<file path="src/rtl/t1fm_pkg.sv">
package t1fm_pkg;
  typedef enum logic [1:0] {
    MODE_D4     = 2'b00,
    MODE_SLC96  = 2'b01,
    MODE_ESF    = 2'b10,
    MODE_D4_ALT = 2'b11
  } fmode_t;

  // bit k holds the expected value of the k-th slot of each pattern
  localparam logic [5:0] TERM_PAT = 6'b010101;
  localparam logic [5:0] SIG_PAT  = 6'b011100;
  localparam logic [5:0] FPS_PAT  = 6'b110100;
endpackage

</file>
<file path="src/rtl/t1fm_expect.sv">
module t1fm_expect
  import t1fm_pkg::*;
#(
  parameter int IDX_W  = 5,
  parameter int SF_D4  = 12,
  parameter int SF_ESF = 24
) (
  input  fmode_t           mode,
  input  logic [IDX_W-1:0] idx,
  input  logic             fs_include,
  input  logic             sec_yellow,
  output logic             exp_bit,
  output logic             monitored
);
  localparam int LAST_D4 = SF_D4 - 1;

  logic is_esf, is_d4;
  assign is_esf = (mode == MODE_ESF);
  assign is_d4  = (mode == MODE_D4) || (mode == MODE_D4_ALT);

  always_comb begin
    exp_bit   = 1'b0;
    monitored = 1'b0;
    if (is_esf) begin
      monitored = (idx[1:0] == 2'b11) && (int'(idx) < SF_ESF);
      exp_bit   = FPS_PAT[idx[4:2]];
    end else if (int'(idx) < SF_D4) begin
      if (!idx[0]) begin
        monitored = 1'b1;
        exp_bit   = TERM_PAT[idx[3:1]];
      end else begin
        monitored = is_d4 && fs_include &&
                    !((int'(idx) == LAST_D4) && sec_yellow);
        exp_bit   = SIG_PAT[idx[3:1]];
      end
    end
  end
endmodule

</file>
<file path="src/rtl/t1fm_window.sv">
module t1fm_window #(
  parameter int WIN_MAX = 6,
  parameter int WIN_MIN = 4,
  parameter int THRESH  = 2
) (
  input  logic       clk,
  input  logic       rst,
  input  logic       shift,
  input  logic       err_bit,
  input  logic       clr,
  input  logic [1:0] sel,
  output logic       hit
);
  localparam int SUM_W = $clog2(WIN_MAX + 1);

  logic [WIN_MAX-1:0] win_q, win_next, masked;
  logic [SUM_W-1:0]   err_sum;

  assign win_next = {win_q[WIN_MAX-2:0], err_bit};

  for (genvar g = 0; g < WIN_MAX; g++) begin : g_mask
    assign masked[g] = (g < WIN_MIN + int'(sel)) ? win_next[g] : 1'b0;
  end

  always_comb begin
    err_sum = '0;
    for (int i = 0; i < WIN_MAX; i++)
      err_sum = err_sum + SUM_W'(masked[i]);
  end

  assign hit = shift && (sel != 2'b11) && (int'(err_sum) >= THRESH);

  always_ff @(posedge clk) begin
    if (rst || clr)   win_q <= '0;
    else if (shift)   win_q <= win_next;
  end

  AST_WIN_CLEARED: assert property (@(posedge clk) disable iff (rst)
    clr |=> (win_q == '0));
endmodule

</file>
<file path="src/rtl/t1fm_errcnt.sv">
module t1fm_errcnt #(
  parameter int CNT_W = 8
) (
  input  logic             clk,
  input  logic             rst,
  input  logic             inc,
  input  logic             clr,
  output logic [CNT_W-1:0] count
);
  localparam logic [CNT_W-1:0] CNT_MAX = {CNT_W{1'b1}};

  always_ff @(posedge clk) begin
    if (rst || clr)                    count <= '0;
    else if (inc && count != CNT_MAX)  count <= count + 1'b1;
  end

  AST_HOLDS_AT_MAX: assert property (@(posedge clk) disable iff (rst)
    (!clr && count == CNT_MAX) |=> (count == CNT_MAX));
  AST_CLEAR_WINS: assert property (@(posedge clk) disable iff (rst)
    clr |=> (count == '0));
endmodule

</file>
<file path="src/rtl/t1_fbit_monitor.sv">
module t1_fbit_monitor
  import t1fm_pkg::*;
#(
  parameter int CNT_W   = 8,
  parameter int IDX_W   = 5,
  parameter int WIN_MAX = 6,
  parameter int WIN_MIN = 4
) (
  input  logic             clk,
  input  logic             rst,
  input  logic             frame_strobe,
  input  logic             rx_fbit,
  input  logic [IDX_W-1:0] frame_idx,
  input  logic [1:0]       mode,
  input  logic             in_sync,
  input  logic             fs_include,
  input  logic             sec_yellow,
  input  logic [1:0]       reframe_sel,
  input  logic             reframe_cmd,
  input  logic             mf_reframe_cmd,
  input  logic             mf_sync,
  input  logic             cnt_clear,
  output logic [CNT_W-1:0] err_count,
  output logic             reframe_req,
  output logic             sig_freeze
);
  fmode_t mode_e;
  logic   exp_bit, monitored, mon_en, bit_err, hit, req_next;
  logic   paused_q, mfs_q;

  assign mode_e = fmode_t'(mode);

  t1fm_expect #(.IDX_W(IDX_W)) u_expect (
    .mode(mode_e), .idx(frame_idx), .fs_include(fs_include),
    .sec_yellow(sec_yellow), .exp_bit(exp_bit), .monitored(monitored));

  assign mon_en   = frame_strobe && in_sync && !paused_q && monitored;
  assign bit_err  = rx_fbit ^ exp_bit;
  assign req_next = reframe_cmd || hit;

  t1fm_window #(.WIN_MAX(WIN_MAX), .WIN_MIN(WIN_MIN), .THRESH(2)) u_window (
    .clk(clk), .rst(rst), .shift(mon_en), .err_bit(bit_err),
    .clr(req_next), .sel(reframe_sel), .hit(hit));

  t1fm_errcnt #(.CNT_W(CNT_W)) u_errcnt (
    .clk(clk), .rst(rst), .inc(mon_en && bit_err), .clr(cnt_clear),
    .count(err_count));

  always_ff @(posedge clk) begin
    if (rst) begin
      reframe_req <= 1'b0;
      paused_q    <= 1'b0;
      sig_freeze  <= 1'b0;
      mfs_q       <= 1'b0;
    end else begin
      reframe_req <= req_next;
      if (req_next)      paused_q <= 1'b1;
      else if (!in_sync) paused_q <= 1'b0;
      mfs_q <= mf_sync;
      if (mf_reframe_cmd && mode_e != MODE_ESF) sig_freeze <= 1'b1;
      else if (mf_sync && !mfs_q)               sig_freeze <= 1'b0;
    end
  end

  AST_CMD_TO_REQ: assert property (@(posedge clk) disable iff (rst)
    reframe_cmd |=> reframe_req);
  AST_NO_AUTO_REFRAME: assert property (@(posedge clk) disable iff (rst)
    (reframe_sel == 2'b11 && !reframe_cmd) |=> !reframe_req);
  AST_PAUSED_NO_COUNT: assert property (@(posedge clk) disable iff (rst)
    (paused_q && !cnt_clear) |=> (err_count == $past(err_count)));
  AST_ESF_NO_FREEZE: assert property (@(posedge clk) disable iff (rst)
    (mode_e == MODE_ESF && !sig_freeze) |=> !sig_freeze);
endmodule

</file>
<file path="config.mk">
export PLATFORM = sky130hd
export DESIGN_NAME = t1_fbit_monitor
export DESIGN_NICKNAME = d
export VERILOG_FILES = /design/src/rtl/t1fm_pkg.sv /design/src/rtl/t1fm_expect.sv /design/src/rtl/t1fm_window.sv /design/src/rtl/t1fm_errcnt.sv /design/src/rtl/t1_fbit_monitor.sv
export SDC_FILE = /design/constraint.sdc
export NUM_CORES = 1
export LEC_CHECK = 0
export CAP_MARGIN = 20
export CORE_ASPECT_RATIO = 0.8
export CORE_UTILIZATION = 46
export DETAILED_ROUTE_END_ITERATION = 12
export GPL_TIMING_DRIVEN = 0
export PLACE_DENSITY = 0.79
export SYNTH_ARGS = -nofsm -noshare
export SYNTH_HDL_FRONTEND = slang
export SYNTH_SLANG_ARGS = --single-unit
export TNS_END_PERCENT = 100
</file>
<file path="constraint.sdc">
create_clock -name clk -period 7.65 [get_ports clk]
set_clock_uncertainty 0.05 [all_clocks]
set_input_delay 2.295 -clock clk [delete_from_list [all_inputs] [get_ports clk]]
set_output_delay 2.295 -clock clk [all_outputs]
set_load 0.02 [all_outputs]
</file>
==> flow_metrics.env <==
export IMPL_r2r_worst_path_cells=11
export IMPL_yosys_register_bits=17
export IMPL_finalHoldViolCount=0
export IMPL_power_switching_share_pct=27.0
export IMPL_postCtsSetupRepairBufs=0
export IMPL_leading_cell_type_in_the_layout_fill_and_taps_excluded="sky130_fd_sc_hd__clkdlybuf4s50_1"
export IMPL_dominantRegCellSynth="sky130_fd_sc_hd__dfxtp_1"
export IMPL_die_width_um=53.9
export IMPL_outcome="finished clean"
export IMPL_fmax_mhz=148
export IMPL_area_occupied_by_multi_input_gates_um2=588
export IMPL_post_synth_top_area_cell="sky130_fd_sc_hd__dfxtp_1"
export IMPL_fraction_of_final_layout_cells_sized_beyond_drive_strength_1_pct=7.79
export IMPL_cts_buffers_inserted=3
export IMPL_post_synth_inst_count=121
export IMPL_whs_ns=0.426
export IMPL_tritoncts="built"
export IMPL_num_antenna_cells=0
export IMPL_antenna_violations_before_repair=0
export IMPL_mappedNetlistNets=147
export IMPL_p_leak_nw=0.494
export IMPL_final_core_utilization_pct=68.7
export IMPL_die_h_um=43.5
export IMPL_min_from="u_window.win_q[1]"
export IMPL_globalRouteTotalUtil_pct=23.4
export IMPL_n_fill_cell=160
export IMPL_io_pin_count=30
export IMPL_final_period_utilization_pct=88.3
export IMPL_cts_reportedPaths_clkPinSlew_ns=0.10
export IMPL_clock_latency_reported_for_the_late_side_of_the_worst_skew_pair_ns=0.30
export IMPL_powerDensity_nw_per_um2=130
export IMPL_report_final_setup_viol=0
export IMPL_clock_root_buffer="sky130_fd_sc_hd__clkbuf_4"
export IMPL_holdCritPathClass="register to register"
export IMPL_gp_congestion=0.821
export IMPL_post_layout_total_power_w=0.000174
export IMPL_cts_hold_buffers_added=0
export IMPL_mostFrequentLayoutCells="29 x sky130_fd_sc_hd__clkdlybuf4s50_1, 17 x sky130_fd_sc_hd__dfxtp_1, 16 x sky130_fd_sc_hd__a21oi_1"
export IMPL_grt_pass1_vias=904
export IMPL_num_nets_final=181
export IMPL_criticalPathCategory="input pin to register"
export IMPL_synthesis_warning_total=0
export IMPL_die_ar_um2=2340
export IMPL_max_cap_viol_count=0
export IMPL_vias=1029
export IMPL_worst_slew_pin_transition_ns=0.646
export IMPL_synth_largest_type_area_fraction_pct=34.4
export IMPL_sink_of_the_worst_hold_path="u_window.win_q[1]"
export IMPL_area_growth_syn_to_layout_pct=35.0
export IMPL_pwr_share_comb_pct=19.8
export IMPL_timing_max_slew_rel_slack_pct=56.5
export IMPL_grt_first_pass_wirelength_um=3950
export IMPL_detail_route_wirelength_um=2410
export IMPL_dr_pass1_iters=4
export IMPL_worstHoldPathCells=2
export IMPL_core_area_um2=1940
export IMPL_seq_cell_area_um2=340
export IMPL_netlist_cell_types=38
export IMPL_clock_tree_buffer_depth=2
export IMPL_critical_path_max_stage_delay_ns=0.53
export IMPL_grt_setup_unrepaired="no"
export IMPL_initial_core_util_pct=50.9
export IMPL_crit_top_cell="sky130_fd_sc_hd__inv_1"
export IMPL_yosysSeqAreaShare_pct=34.4
export IMPL_timing_critical_path_slowest_stage_cell="sky130_fd_sc_hd__o21ai_0"
export IMPL_dp_hpwl_um=1860
export IMPL_post_route_min_period_ns=6.76
export IMPL_highest_ir_drop_seen_on_vdd_v=0.000128
export IMPL_r2r_end="paused_q"
export IMPL_post_cts_resized_instances=0
export IMPL_htreeDepth=1
export IMPL_pwr_share_clk_pct=28.3
export IMPL_portBuffers=29
export IMPL_timing_critical_path_arrival_ns=6.90
export IMPL_drt_iter0_drc=27
export IMPL_timing_critical_path_from_type="input pin"
export IMPL_synth_enable_flop_cells=0
export IMPL_grt_start_max_net_pins=11
export IMPL_share_seq_of_total_power_pct=51.9
export IMPL_setup_reg_to_reg_worst_slack_ns=4.43
export IMPL_overflow=0
export IMPL_vias_per_std_cell=5.78
export IMPL_row_count=14
export IMPL_route_antenna_remaining_nets=0
export IMPL_numClockSinks=17
export IMPL_power_report_internal_total_w=0.000127
export IMPL_fin_setup_tns_ns=0
export IMPL_worst_r2r_startpoint="u_window.win_q[0]"
export IMPL_setup_worst_path_end_class="register"
export IMPL_crit_fanout=10
export IMPL_timing_critical_path_required_ns=7.79
export IMPL_timing_critical_path_cells="clkdlybuf4s50_1, inv_1, ha_1, or3_1, o21ai_2, xnor2_1, buf_2, inv_2, ha_1, inv_1, fa_1, inv_1, ha_1, a31o_2, fa_1, o21ai_0, inv_1, a21oi_1, a21oi_1"
export IMPL_drc=0
export IMPL_number_of_pins_exceeding_their_max_slew_limit_in_the_final_report=0
export IMPL_routed_wire_length_per_instance_um=13.6
export IMPL_syn_cell_area_um2=990
export IMPL_ys_top_cells_by_area="sky130_fd_sc_hd__dfxtp_1 34%, sky130_fd_sc_hd__a21oi_1 8.1%, sky130_fd_sc_hd__ha_1 5.1%"
export IMPL_synthArstFlopShare_pct=0
export IMPL_post_synth_cell_area_avg_um2=8.18
export IMPL_netsw_w=0.0000470
-- cell usage after synthesis (all sizes together), types with 2 or more instances --
cell / instances
o41ai: 2
or3: 4
o31ai: 3
nor2: 5
a21oi: 16
dfxtp: 17
and3: 2
inv: 10
ha: 4
o21ai: 6
or2: 2
nand2: 12
fa: 2
buf: 3
nand4: 2
nand3: 10
and2: 2
or4: 4
-- routing by layer --
metal | part of all wire, % | vias to the layer above | routed length (um) | track usage, %
met3 | 9.4 | 9 | 226 | 9.12
met5 | 0 | - | 0 | 0
met4 | 3.0 | 0 | 72 | 12.1
li1 | - | 504 | - | -
met1 | 43 | 472 | 1040 | 28.4
met2 | 44 | 44 | 1070 | 35.6
-- metrics by stage --
step	setup WS [ns]	instance area (um2)	cells
final	0.895	1340	178
after global routing	0.591	1340	178
after CTS	0.906	1340	178
after detailed placement	0.583	1310	174
after global placement	0.675	1310	174
after floorplan	1.55	990	121
-- cell type report --
| type | count | share of cell area, % |
|---|---|---|
| Multi-Input combinational cell | 90 | 44.0 |
| Sequential cell | 17 | 25.5 |
| Timing Repair Buffer | 29 | 21.7 |
| Inverter | 10 | 2.81 |
| Tap cell | 24 | 2.25 |
| Clock buffer | 4 | 1.97 |
| Buffer | 4 | 1.78 |
-- critical path: cells and delay by family --
kind                     cells  cell delay [ns]
adder cells (fa/ha/maj)      5             1.72
AO/OA/AOI/OAI                5             1.21
buffers and inverters        7             1.08
AND/OR/NAND/NOR              1             0.34
XOR/XNOR                     1             0.26
-- registers in the layout, indices dropped and copies added, names as in the netlist --
register        flops
paused_q            1
reframe_req         1
mfs_q               1
sig_freeze          1
u_errcnt.count      8
u_window.win_q      5
-- power by group through the flow --
stage	Sequential, W	Clock (W)	Combinational, W
floorplan	0.0000934	0	0.0000158
global placement	0.0000925	0	0.0000329
detailed placement	0.0000926	0	0.0000342
CTS	0.0000905	0.0000505	0.0000345
global route	0.0000907	0.0000553	0.0000379
finish	0.0000905	0.0000493	0.0000345
-- cells by family (layout without fill, tap and decap cells) --
group / count (synthesis) / count (layout) / share of synthesized area [%]
compound gates: 34 / 34 / 22.0
xor+xnor: 1 / 1 / 0.885
fa+ha+maj: 6 / 6 / 9.10
buf+inv: 14 / 47 / 6.19
flops: 17 / 17 / 34.4
mux: 1 / 1 / 1.01
simple gates: 48 / 48 / 26.4
-- worst max-delay path by stage --
stage / end / start
floorplan: paused_q / mode[0]
global placement: paused_q / mode[0]
detailed placement: paused_q / mode[0]
CTS: paused_q / mode[0]
global route: paused_q / mode[0]
finish: paused_q / mode[0]
No activity file was read; power rests on OpenSTA's default activity.
